[src/rtl/clk_ctl_unit.sv]
module clk_ctl_unit #(
  parameter int PS_W     = 4,
  parameter int DIV_W    = 3,
  parameter int MAX_CODE = 5
) (
  input  logic       clk,
  input  logic       rst_n,
  input  logic       compat_mode,
  input  logic       wr_en,
  input  logic [7:0] wr_data,
  output logic [7:0] rd_data,
  output logic       sys_en,
  output logic       tick_en
);
  localparam int CNT_W = MAX_CODE;
  localparam int LAG_W = CNT_W + 2;
  localparam logic [PS_W-1:0]  PS_COMPAT  = PS_W'(5);
  localparam logic [DIV_W-1:0] DIV_COMPAT = DIV_W'(1);

  logic [PS_W-1:0]  ps_fld, pcnt;
  logic [DIV_W-1:0] div_fld, div_act;
  logic [CNT_W-1:0] phase, mask;

  function automatic logic [DIV_W-1:0] clamp_code(input logic [DIV_W-1:0] c);
    return (c > DIV_W'(MAX_CODE)) ? DIV_W'(MAX_CODE) : c;
  endfunction

  assign mask    = ~({CNT_W{1'b1}} << div_act);
  assign sys_en  = (phase & mask) == '0;
  assign tick_en = sys_en && (pcnt == '0);
  assign rd_data = {ps_fld, 1'b0, div_fld};

  always_ff @(posedge clk) begin
    if (!rst_n) begin
      ps_fld  <= compat_mode ? PS_COMPAT : '0;
      div_fld <= compat_mode ? DIV_COMPAT : '0;
      div_act <= compat_mode ? DIV_COMPAT : '0;
      phase   <= '0;
      pcnt    <= '0;
    end else begin
      phase <= phase + 1'b1;
      if (wr_en) begin
        ps_fld  <= wr_data[7:4];
        div_fld <= wr_data[2:0];
      end
      if (&phase) div_act <= clamp_code(div_fld);
      if (sys_en) pcnt <= (pcnt == '0) ? ps_fld : pcnt - 1'b1;
    end
  end

  logic [LAG_W-1:0] lag;
  always_ff @(posedge clk) begin
    if (!rst_n) lag <= '0;
    else if (div_act == clamp_code(div_fld)) lag <= '0;
    else lag <= lag + 1'b1;
  end

  AST_SWITCH_AT_WRAP: assert property (@(posedge clk) disable iff (!rst_n)
    !$stable(div_act) |-> phase == '0);
  AST_APPLY_BOUND: assert property (@(posedge clk) disable iff (!rst_n)
    lag <= LAG_W'(1 << CNT_W));
  AST_TICK_WITH_SYS: assert property (@(posedge clk) disable iff (!rst_n)
    tick_en |-> sys_en);
  AST_BIT3_ZERO: assert property (@(posedge clk) disable iff (!rst_n)
    rd_data[3] == 1'b0);
  AST_ACT_LEGAL: assert property (@(posedge clk) disable iff (!rst_n)
    div_act <= DIV_W'(MAX_CODE));
endmodule

[config.mk]
export PLATFORM = sky130hd
export DESIGN_NAME = clk_ctl_unit
export DESIGN_NICKNAME = d
export VERILOG_FILES = /design/src/rtl/clk_ctl_unit.sv
export SDC_FILE = /design/constraint.sdc
export NUM_CORES = 1
export LEC_CHECK = 0
export BUFFER_PORTS_ARGS = -buffer_cell sky130_fd_sc_hd__buf_2
export CAP_MARGIN = 20
export CELL_PAD_IN_SITES_DETAIL_PLACEMENT = 1
export CELL_PAD_IN_SITES_GLOBAL_PLACEMENT = 1
export CORE_ASPECT_RATIO = 1.5
export CORE_UTILIZATION = 25
export DETAILED_ROUTE_END_ITERATION = 10
export GPL_TIMING_DRIVEN = 1
export PLACE_DENSITY_LB_ADDON = 0.1
export SETUP_SLACK_MARGIN = 0.15
export SYNTH_ARGS = -nofsm -noshare
export SYNTH_HDL_FRONTEND = slang
export SYNTH_SLANG_ARGS = --single-unit
[constraint.sdc]
create_clock -name clk -period 2.46 [get_ports clk]
set_input_delay 0.369 -clock clk [delete_from_list [all_inputs] [get_ports clk]]
set_output_delay 0.369 -clock clk [all_outputs]
set_load 0.02 [all_outputs]
# Word level (Yosys, flattened, before mapping)
# Index checks and enable logic that the tools add are counted.
[totals] output_inout_bits=10 n_memories=0 wordCells=27 ff_bits=19 latchBits=0 ram_bits=0 romBits=0 inputBits=12
[op_classes] addsub=2 mul=0 reduce_logical=4 n_lt_le_gt_ge=1 n_eq_ne=2 mux=10 bitwise=2 div_mod_pow=0 n_shift=1
[op_table] op="3-bit 2-to-1 mux" n=6
[op_table] op="4-bit 2-to-1 mux" n=3
[op_table] op="5-bit by 1-bit adder with 5-bit output (second input constant)" n=1
[op_table] op="5-bit AND" n=1
[op_table] op="5-bit logical NOT" n=1
[op_table] op="5-bit inverter" n=1
[op_table] op="5-bit AND reduction" n=1
[op_table] op="5-bit by 3-bit left shift with 5-bit output (first input constant)" n=1
[op_table] op="4-bit logical NOT" n=1
[op_table] op="2-bit by 1-bit != test with 1-bit output (second input constant)" n=2
[op_table] op="4-bit by 1-bit subtractor with 4-bit output (second input constant)" n=1
[op_table] op="3-bit greater-than comparator (second input constant)" n=1
[op_table] op="1-bit logical AND" n=1
[op_table] op="1-bit 2-to-1 mux" n=1

# Depth between registers and ports, before layout
[logic_depth] ltp_word=5 ltp_mapped=6

# Worst setup path before layout
# Ideal clock, no wire load.
[synth_timing] path_kind="register to output" from="register phase[0]" to="output port tick_en" arrival_ns=1.618 setup_slack_ns=0.473 n_path_buf=1 required_time_ns=2.091 path_stages_with_launch=5 path_cell_list="dfxtp_1 -> or4_1 -> a222oi_1 -> buf_4 -> and3_1"
[synth_via] elab_chain_cells=3
[synth_rtl] element="from (decl)" line_no="22" rtl="logic [CNT_W-1:0] phase, mask;"
[synth_rtl] element="from (signal assigned)" line_no="41" rtl="phase <= phase + 1'b1;"
[synth_rtl] element="5-bit AND" line_no="29" rtl="assign sys_en = (phase & mask) == '0;"
[synth_rtl] element="5-bit logical NOT" line_no="29"
[synth_rtl] element="named net sys_en" line_no="12" rtl="output logic sys_en,"
[synth_rtl] element="1-bit logical AND" line_no="30" rtl="assign tick_en = sys_en && (pcnt == '0);"
[synth_rtl] element="to (decl)" line_no="13" rtl="output logic tick_en"
# The timed path passes the listed nets, and every way through them passes these cells.

# Worst setup path after layout
[layout_timing] from="register phase[0]" to="output port tick_en"
[layout_via] elab_chain_cells=3
[layout_rtl] element="5-bit AND" line_no="29"
[layout_rtl] element="5-bit logical NOT" line_no="29"
[layout_rtl] element="1-bit logical AND" line_no="30"
# No other way between the ends.

==> results by group <==
Critical path
  – Worst reg2reg path depth: 6
  – Data arrival time of the critical path: 1.88 ns
  – Critical path class: reg -> out
  – Crit-path max cell delay: 0.51 ns
  – Data required time at the worst endpoint: 2.09 ns
  – Reg2Reg Capture Point: pcnt[3]$_SDFFE_PN0N_
  – Flop-to-flop setup slack: 0.53 ns
  – Start of the worst register-to-register path: phase[0]$_SDFF_PN0_
  – Critical Path Sink Type: output port
  – Crit-path leading delay family: simple AND/OR/NAND/NOR gates
  – Worst Setup Start Kind: flop
  – List of cells traversed by the critical path: or4_1 -> a222oi_1 -> buf_4 -> and3_4 -> buf_6
  – Crit path from: phase[0]$_SDFF_PN0_
  – Crit Path Max Fanout: 4
  – Slowest CP cell: sky130_fd_sc_hd__or4_1
  – Worst path buffer plus inverter count: 2

Clock network
  – CTS tree: built
  – Inserted Clock Buffers: 3
  – Number of H-tree levels: 1
  – Root buffer selected by CTS: sky130_fd_sc_hd__clkbuf_8
  – Number of sinks on the clock net: 19
  – Clock latency on the worst-skew pair: 0.25 ns
  – Number of hold-repair buffers added at the cts stage: 0
  – Clock Pin Slew Worst Setup and Hold Paths: 0.07 ns
  – Number of buffers on the longest clock path: 2

Synthesis
  – Dominant combinational cell family by area after synthesis: simple AND/OR/NAND/NOR gates
  – Post-Syn Nets: 97
  – Share of the yosys chip area belonging to registers: 54.94%
  – Number of flip-flops and latches in the synthesized netlist: 19
  – Synthesized netlist cell count: 82
  – Summed instance area of the synthesized netlist: 874.6 um2
  – Share of cell area taken by muxes after synthesis: 1.144%
  – Synth Area in Adders: 4.292%
  – Mean instance size in the synthesized netlist: 10.67 um2
  – Fraction of the mapped netlist area in simple logic gates: 18.88%
  – Synth Area in XOR/XNOR: 2.003%
  – Synth Area in Compound Gates: 14.02%
  – Total of warnings raised by yosys: 0
  – Number of distinct library cell variants in the gate-level netlist after synthesis: 30

Worst hold path
  – Worst min-delay path endpoint: div_fld[0]$_DFFE_PP_
  – Hold Path Class: in -> reg
  – Worst hold start: wr_data[0]
  – Hold path cells: 3

Drt
  – Post-route DRC: 0
  – Average wire length per cell after detail routing: 12.30 um
  – Iter 0 DRT Violations: 16
  – DR pass1 iterations: 4
  – Detailed-route wire length: 1821 um
  – Vias per cell: 4.588
  – Vias after detailed routing: 679
  – ANT nets after route: 0

Finish
  – Flip-flop and latch area: 484.2 um2
  – Leading cell types in the layout, fill and taps excluded: 18 x sky130_fd_sc_hd__buf_2, 12 x sky130_fd_sc_hd__nand2_1, 10 x sky130_fd_sc_hd__edfxtp_1, 8 x sky130_fd_sc_hd__dfxtp_1, 7 x sky130_fd_sc_hd__and2_1
  – Commonest non-fill, non-tap cell in the layout: sky130_fd_sc_hd__buf_2
  – Share of post-route cells with drive strength above 1: 31.13%
  – Nets: 122
  – Area delta synth->final: 25.18%
  – Number of antenna cells inserted: 0
  – Total of fill cells in the finished design: 400
  – Total area of multi-input combinational cells: 361.6 um2

Global routing
  – Number of antenna violations at the first check in global routing: 0
  – Pin count of the biggest net entering global routing: 17
  – Final global-route overflow total: 0
  – Global-route wire length before repair: 3042 um
  – Global-route total usage across every layer: 10.88%
  – Vias in the first global route: 704

Floorplan
  – Floorplan die area: 3744 um2
  – Vertical die dimension: 74.44 um
  – Core ar.: 3383 um2
  – Die Width: 50.30 um
  – Io pins: 22
  – Effective utilization at floorplan: 25.85%
  – Site Rows: 26

Timing
  – Min Clock Period, post-route: 2.247 ns
  – Minimum hold slack: 0.3850 ns
  – Final setup violating endpoints: 0
  – Fmax: 0.4450 GHz
  – Final clock skew: 0.002126 ns
  – Unrepaired setup endpoints after global routing: false
  – Post-route setup TNS: 0 ns
  – Period utilization: 91.34%
  – Fin. max-slew vios: 0
  – Hold Fails Final Rpt: 0

Power
  – Worst IR drop on VDD: 0.2850 mV
  – LEAKAGE: 0.4853 nW
  – Ratio of total power to cell area: 797.7 nW/um2

Place
  – Number of buffers inserted by port buffering: 19
  – Weighted congestion at the end of routability-driven global placement: 0.7840
  – Total half-perimeter wirelength after legalization and detailed placement: 1414 um

Run
  – Max Cap Violations: 0

Run status
  – Outcome: completed
-- stage by stage --
step	total power, mW	util (%)	setup WS (ns)	std cells	instance area [um2]
3_3_place_gp	0.6389	29.88	0.3173	141	1011
2_1_floorplan	0.5807	-	0.4728	82	874.6
4_1_cts	0.8689	31.51	0.1730	146	1066
5_1_grt	0.9234	32.36	0.1470	148	1095
3_5_place_dp	0.6462	29.88	0.3013	141	1011
6_report	0.8733	32.36	0.2130	148	1095
-- sequential cells by signal, indices dropped and copies added, names as in the netlist --
signal   flops
div_act      3
div_fld      3
pcnt         4
phase        5
ps_fld       4
-- power by group --
part | switching (mW) | internal, mW | total [mW]
Clock | 0.102 | 0.112 | 0.215
Combinational | 0.132 | 0.117 | 0.248
Sequential | 0.0354 | 0.375 | 0.410
Total | 0.269 | 0.604 | 0.873
-- Yosys cell counts --
library cell	count	area (um2)
sky130_fd_sc_hd__a221oi_2	1	15.01
sky130_fd_sc_hd__a311oi_2	1	15.01
sky130_fd_sc_hd__o211ai_1	2	15.01
sky130_fd_sc_hd__clkbuf_1	1	3.750
sky130_fd_sc_hd__a222oi_1	1	10.01
sky130_fd_sc_hd__a221o_1	1	10.01
sky130_fd_sc_hd__and3_1	2	12.51
sky130_fd_sc_hd__or3b_2	1	8.760
sky130_fd_sc_hd__conb_1	1	3.750
sky130_fd_sc_hd__buf_4	2	15.01
sky130_fd_sc_hd__edfxtp_1	10	300.3
sky130_fd_sc_hd__nand3_1	1	5.000
sky130_fd_sc_hd__nand2b_1	3	18.77
sky130_fd_sc_hd__o21ai_0	2	10.01
sky130_fd_sc_hd__xnor2_1	1	8.760
sky130_fd_sc_hd__nor2_1	5	18.77
sky130_fd_sc_hd__o21ai_2	1	8.760
sky130_fd_sc_hd__a21o_1	1	7.510
sky130_fd_sc_hd__nor3_1	1	5.000
sky130_fd_sc_hd__xor2_1	1	8.760
sky130_fd_sc_hd__mux2i_1	1	10.01
sky130_fd_sc_hd__a211o_1	1	8.760
sky130_fd_sc_hd__dfxtp_1	9	180.2
sky130_fd_sc_hd__and2_1	7	43.79
sky130_fd_sc_hd__or4_1	1	7.510
sky130_fd_sc_hd__a31oi_1	2	12.51
sky130_fd_sc_hd__nand2_1	12	45.04
sky130_fd_sc_hd__ha_1	3	37.54
sky130_fd_sc_hd__inv_1	5	18.77
sky130_fd_sc_hd__a21oi_1	2	10.01
-- worst min-delay path: stages --
cell	delay [ns]
sky130_fd_sc_hd__buf_2	0.07
sky130_fd_sc_hd__nand2_1	0.04
sky130_fd_sc_hd__nand2_1	0.05
-- metal layers --
| metal | vias up | share of wire [%] | global-route usage [%] |
|---|---|---|---|
| li1 | 337 | - | - |
| met1 | 325 | 43 | 11.85 |
| met2 | 15 | 51 | 19.41 |
| met3 | 2 | 4.1 | 2.658 |
| met4 | 0 | 1.5 | 5.556 |
| met5 | - | 0 | 0 |
-- logic make-up (layout without fill, tap and decap cells) --
group | count (synthesis) | count (layout)
AO/OA/AOI/OAI | 15 | 15
XOR/XNOR | 2 | 2
adder cells (fa/ha/maj) | 3 | 3
buffers and inverters | 8 | 32
flip-flops | 19 | 19
multiplexers | 1 | 1
other | 1 | 1
AND/OR/NAND/NOR | 33 | 33
-- final cells by class --
type	count	share of cell area, %
Clock buffer	3	3.771
Multi-Input combinational cell	55	33.03
Timing Repair Buffer	23	12.00
Clock inverter	1	0.4571
Inverter	5	1.714
Tap cell	42	4.800
Sequential cell	19	44.23
-- what timing repair did --
| item | 4_1_cts | 5_1_grt |
|---|---|---|
| setup endpoints to repair | 2 | 1 |
| resized for setup | 1 | 4 |
| setup buffers | 1 | 2 |
| cloned | 0 | 0 |
| pin swaps | 1 | 1 |
-- worst max path at each step --
stage               endpoint  slack [ns]  depth (start not counted)
floorplan            tick_en        0.47                          4
global placement     tick_en        0.32                          4
detailed placement   tick_en        0.30                          4
CTS                  tick_en        0.17                          5
global route         tick_en        0.15                          5
finish               tick_en        0.21                          5
Power figures use the tool's default switching activity.
